**src/rtl/incr_stage_pkg.sv**
```systemverilog
// Package: shared types for the increment stage.
// Assumes nothing beyond a SystemVerilog-2017 compiler.
package incr_stage_pkg;

    // Where the output register takes its next value from in one cycle.
    typedef enum logic [1:0] {
        ROUTE_IDLE   = 2'd0,  // output register keeps or drains
        ROUTE_DIRECT = 2'd1,  // transformed input loads the output
        ROUTE_PARK   = 2'd2,  // transformed input loads the holding register
        ROUTE_FLUSH  = 2'd3   // holding register loads the output
    } route_e;

endpackage

```
**src/rtl/incr_stage_xform.sv**
```systemverilog
// Module: combinational transform, adds STEP to the input word.
// Assumes: wrap-around modulo 2^DATA_W is the wanted behaviour.
module incr_stage_xform #(
    parameter int DATA_W = 16,
    parameter int STEP   = 1
) (
    input  logic [DATA_W-1:0] din,
    output logic [DATA_W-1:0] dout
);

    localparam logic [DATA_W-1:0] STEP_V = DATA_W'(STEP);

    // Purpose: form the incremented word.
    always_comb begin
        dout = din + STEP_V;
    end

endmodule

```
**src/rtl/incr_stage_park_reg.sv**
```systemverilog
// Module: holding register used while the output is stalled.
// Assumes: the controller only loads it while it is empty, so the
// data needs no reset; emptiness is tracked by the controller.
module incr_stage_park_reg #(
    parameter int DATA_W = 16
) (
    input  logic              clk,
    input  logic              load,
    input  logic [DATA_W-1:0] din,
    output logic [DATA_W-1:0] dout
);

    // Purpose: capture the transformed word on a parking cycle.
    always_ff @(posedge clk) begin
        if (load) begin
            dout <= din;
        end
    end

endmodule

```
**src/rtl/incr_stage_ctrl.sv**
```systemverilog
// Module: handshake controller. Picks the route for each cycle and
// keeps the flag that says the holding register is occupied.
// Assumes: out_valid is the registered output valid of the stage.
module incr_stage_ctrl
    import incr_stage_pkg::*;
(
    input  logic   clk,
    input  logic   rst_n,
    input  logic   in_valid,
    input  logic   out_valid,
    input  logic   out_ready,
    output logic   in_ready,
    output route_e route
);

    logic park_full;
    logic out_free;

    // Purpose: output register can take a new word after this edge.
    always_comb begin
        out_free = !out_valid || out_ready;
    end

    // Purpose: choose the source of the next output / parking action.
    always_comb begin
        if (park_full) begin
            route = out_free ? ROUTE_FLUSH : ROUTE_IDLE;
        end else if (in_valid) begin
            route = out_free ? ROUTE_DIRECT : ROUTE_PARK;
        end else begin
            route = ROUTE_IDLE;
        end
    end

    // Purpose: track whether the holding register owns a word.
    always_ff @(posedge clk) begin
        if (!rst_n) begin
            park_full <= 1'b0;
        end else if (route == ROUTE_PARK) begin
            park_full <= 1'b1;
        end else if (route == ROUTE_FLUSH) begin
            park_full <= 1'b0;
        end
    end

    // Purpose: refuse input while a parked word waits.
    always_comb begin
        in_ready = !park_full;
    end

endmodule

```
**src/rtl/incr_skid_stage.sv**
```systemverilog
// Module: top of the increment stage. Input word plus STEP goes to
// the output register, or to the holding register when the output
// is stalled; the held word is flushed before new input flows.
// Assumes: inputs are stable around the rising clock edge.
module incr_skid_stage
    import incr_stage_pkg::*;
#(
    parameter int DATA_W = 16,
    parameter int STEP   = 1
) (
    input  logic              clk,
    input  logic              rst_n,
    input  logic              in_valid,
    output logic              in_ready,
    input  logic [DATA_W-1:0] in_data,
    output logic              out_valid,
    input  logic              out_ready,
    output logic [DATA_W-1:0] out_data
);

    logic [DATA_W-1:0] result;
    logic [DATA_W-1:0] parked;
    route_e            route;

    incr_stage_xform #(
        .DATA_W (DATA_W),
        .STEP   (STEP)
    ) u_xform (
        .din  (in_data),
        .dout (result)
    );

    incr_stage_ctrl u_ctrl (
        .clk       (clk),
        .rst_n     (rst_n),
        .in_valid  (in_valid),
        .out_valid (out_valid),
        .out_ready (out_ready),
        .in_ready  (in_ready),
        .route     (route)
    );

    incr_stage_park_reg #(
        .DATA_W (DATA_W)
    ) u_park (
        .clk  (clk),
        .load (route == ROUTE_PARK),
        .din  (result),
        .dout (parked)
    );

    // Purpose: output valid flag, set on load, cleared when drained.
    always_ff @(posedge clk) begin
        if (!rst_n) begin
            out_valid <= 1'b0;
        end else if (route == ROUTE_DIRECT || route == ROUTE_FLUSH) begin
            out_valid <= 1'b1;
        end else if (out_ready) begin
            out_valid <= 1'b0;
        end
    end

    // Purpose: output data, loaded from the transform or the parked word.
    always_ff @(posedge clk) begin
        if (route == ROUTE_DIRECT) begin
            out_data <= result;
        end else if (route == ROUTE_FLUSH) begin
            out_data <= parked;
        end
    end

endmodule

```
**config.mk**
```make
export PLATFORM = sky130hd
export DESIGN_NAME = incr_skid_stage
export DESIGN_NICKNAME = d
export VERILOG_FILES = /design/src/rtl/incr_stage_pkg.sv /design/src/rtl/incr_stage_xform.sv /design/src/rtl/incr_stage_park_reg.sv /design/src/rtl/incr_stage_ctrl.sv /design/src/rtl/incr_skid_stage.sv
export SDC_FILE = /design/constraint.sdc
export NUM_CORES = 1
export LEC_CHECK = 0
export BUFFER_PORTS_ARGS = -buffer_cell sky130_fd_sc_hd__buf_2
export CORE_ASPECT_RATIO = 1.75
export CORE_UTILIZATION = 52
export DETAILED_ROUTE_END_ITERATION = 10
export PLACE_DENSITY = 0.78
export RECOVER_POWER = 100
export SLEW_MARGIN = 20
export SYNTH_ARGS = -nofsm -noshare
export SYNTH_HDL_FRONTEND = slang
export SYNTH_SLANG_ARGS = --single-unit
export TNS_END_PERCENT = 30
```
**constraint.sdc**
```tcl
create_clock -name clk -period 2.1 [get_ports clk]
set_input_delay 0.21 -clock clk [delete_from_list [all_inputs] [get_ports clk]]
set_output_delay 0.21 -clock clk [all_outputs]
set_load 0.01 [all_outputs]
```
==> results.toml <==
[detailed_routing]
wl_um = 2763
drt_iter0_drc = 45
antenna_left = 0
viasPerCell = 5.427
first_pass_iters = 4
drcViolationCount = 0
avgRoutedWirePerCell_um = 15.52
vias = 966

[power_and_ir_drop]
power.density_mw_per_mm2 = 764.4
power.leakage_nw = 0.6484
ir_drop_mv = 0.6230

[critical_path]
crit_required_ps = 2120
crit_chain = "nor2b_1, nor2_1, clkbuf_2, mux2_2"
critical_path_buf_inv_count = 1
startpoint_type = "flop"
crit_family = "multiplexers"
critical-path-slowest-cell = "mux2_2"
critPathArrivalTime_ps = 1630
path_class = "flop to flop"
endpoint_kind = "flop"
reg2reg_depth = 4
cp.depth = 4
critPathMaxStageDelay_ps = 390
cp_max_fo = 16

[global_routing]
grt_usage = 0.2003
grt_overflow_total = 0
grt_pass1_wl_um = 4664
grt_max_degree = 17
grt_pass1_vias = 1057
antenna_found_initial = 0

[outcome]
outcome = "finished, final reports clean"

[yosys]
syn_inst = 103
ys_seq_area_frac = 0.6457
synth_area_per_cell_um2 = 15.05
ys_top_cells_by_area = "edfxtp_1 62%, mux2_2 12%, xor2_1 5.6%, nor4_2 4.0%, dfxtp_1 2.6%"
ys_seq_elements = 34
yosys.cell_types.count = 19
synth_top_area_share = 0.6199
yosysWarnings = 0
syn_area_mm2 = 0.001550
syn-num-nets = 124
synth_top_area_cell = "edfxtp_1"

[clock_tree]
clock_sink_count = 34
cts_buffers = 5
h-tree-depth = 2
ctsHoldBuffers = 0
clkLatencyLatePin_ps = 280
cts_setup_buffers = 0
post_cts_resized = 0
cts_tree = "done"
clock-root-buffer = "clkbuf_8"
cts_buffer_depth = 2
clkTransAtPathRegs_ps = 60

[place]
dp_hpwl_um = 2114
io_buffers = 37
pre_cts_ws_ps = 487.3
placed_area_mm2 = 0.001802
place.gp.congestion = 0.7773

[layout]
finalInstanceArea_mm2 = 0.001800
n_antenna_cell = 0
final_cell_mix = "32 x edfxtp_1, 25 x clkbuf_1, 18 x buf_2"
nets = 172
drive_gt1_frac = 0.2715
layout_commonest_cell = "edfxtp_1"
area_delta_synth_final_pct = 16.14

[flow_run]
cap_violations = 0

[die]
core_area_mm2 = 0.002753
num_rows = 25
fp.dieArea_mm2 = 0.003212
die_w_um = 43.28
start_util = 0.5632
die_y_um = 74.23
io_pins = 38

[sta]
slew_violations = 0
finalHoldViolations = 0
fin_crit_sh = 0.7624
relSlewSlack = 0.5710
skew_ps = 5.047
setup_ws_ps = 498.9
finalSetupViolations = 0
setup_tns_ps = 0
fmax_mhz = 624.6
tightest_slew_ps = 643.5
rsz0062_at_grt = "no"
layout_min_cycle_time_ps = 1601

[hold_path]
min_path_cells = 3
hold_path_class = "input pin to flop"
## cell families (layout without fill, tap and decap cells)
logic type	count (synthesis)	after routing	synth area share
buf+inv	5	53	0.01291
mux	16	16	0.1162
simple gates	32	32	0.1332
xor+xnor	14	14	0.07909
fa+ha+maj	1	1	0.008070
flops	34	34	0.6457
compound gates	1	1	0.004844
## flip-flops by register name, summed over array words and instances, names as in the netlist
name and cells:
u_park.dout 16, out_valid 1, u_ctrl.park_full 1, out_data 16
## cells in the mapped netlist
master and number:
edfxtp_1 32, mux2_2 16, xor2_1 10, nor2_1 8
nand2_1 6, nor4_2 5, inv_1 4, nand3_1 4
xnor2_1 4, nor3_1 3, dfxtp_1 2, nand4_1 2
a21boi_0 1, buf_2 1, ha_1 1, nand2b_1 1
nand3_2 1, nand4_4 1, nor2b_1 1
## layer usage
| metal | track usage | up-vias | wire length, um |
|---|---|---|---|
| met3 | 0.04854 | 5 | 115 |
| li1 | - | 474 | - |
| met2 | 0.3615 | 29 | 1545 |
| met5 | 0 | - | 0 |
| met4 | 0.1010 | 0 | 62 |
| met1 | 0.2114 | 458 | 1039 |
## power breakdown
part	switching [mW]	internal, mW
Sequential	0.00842	0.783
Clock	0.204	0.228
Combinational	0.0899	0.0634
Total	0.302	1.07
## final timing paths
kind,start,end,slack [ps]
setup / recovery,out_valid$_SDFFE_PN0P_,out_data[9]$_DFFE_PP_,500
hold / removal,rst_n,u_ctrl.park_full$_SDFFE_PN0P_,170
setup reg to reg,out_valid$_SDFFE_PN0P_,out_data[9]$_DFFE_PP_,500
hold reg to reg,u_ctrl.park_full$_SDFFE_PN0P_,u_ctrl.park_full$_SDFFE_PN0P_,530
## worst reg2reg max path: cells and delay by family, from the launching register on
| family | cells | cell delay [ps] |
|---|---|---|
| simple gates | 2 | 260 |
| mux | 1 | 400 |
| buf+inv | 1 | 370 |
| flops | 1 | 330 |
## stage by stage
| step | hold WS (ps) | instances | power, mW | utilization |
|---|---|---|---|---|
| finish | 168.8 | 178 | 1.376 | 0.6541 |
| global placement | 438.3 | 171 | 0.9679 | 0.6545 |
| detailed placement | 464.0 | 171 | 0.9743 | 0.6545 |
| CTS | 169.4 | 178 | 1.402 | 0.6823 |
| global route | 172.3 | 178 | 1.433 | 0.6541 |
| floorplan | 323.8 | 103 | 0.8957 | - |
## area by class of cell
class | count | area [um^2]
fillers | 236 | 952.2
inverters | 4 | 15.01
repair buffers | 42 | 181.4
flip-flops and latches | 34 | 1001
well taps | 27 | 33.78
clock buffers | 7 | 76.32
multi-input cells | 64 | 493.0
Power figures use the tool's default switching activity.
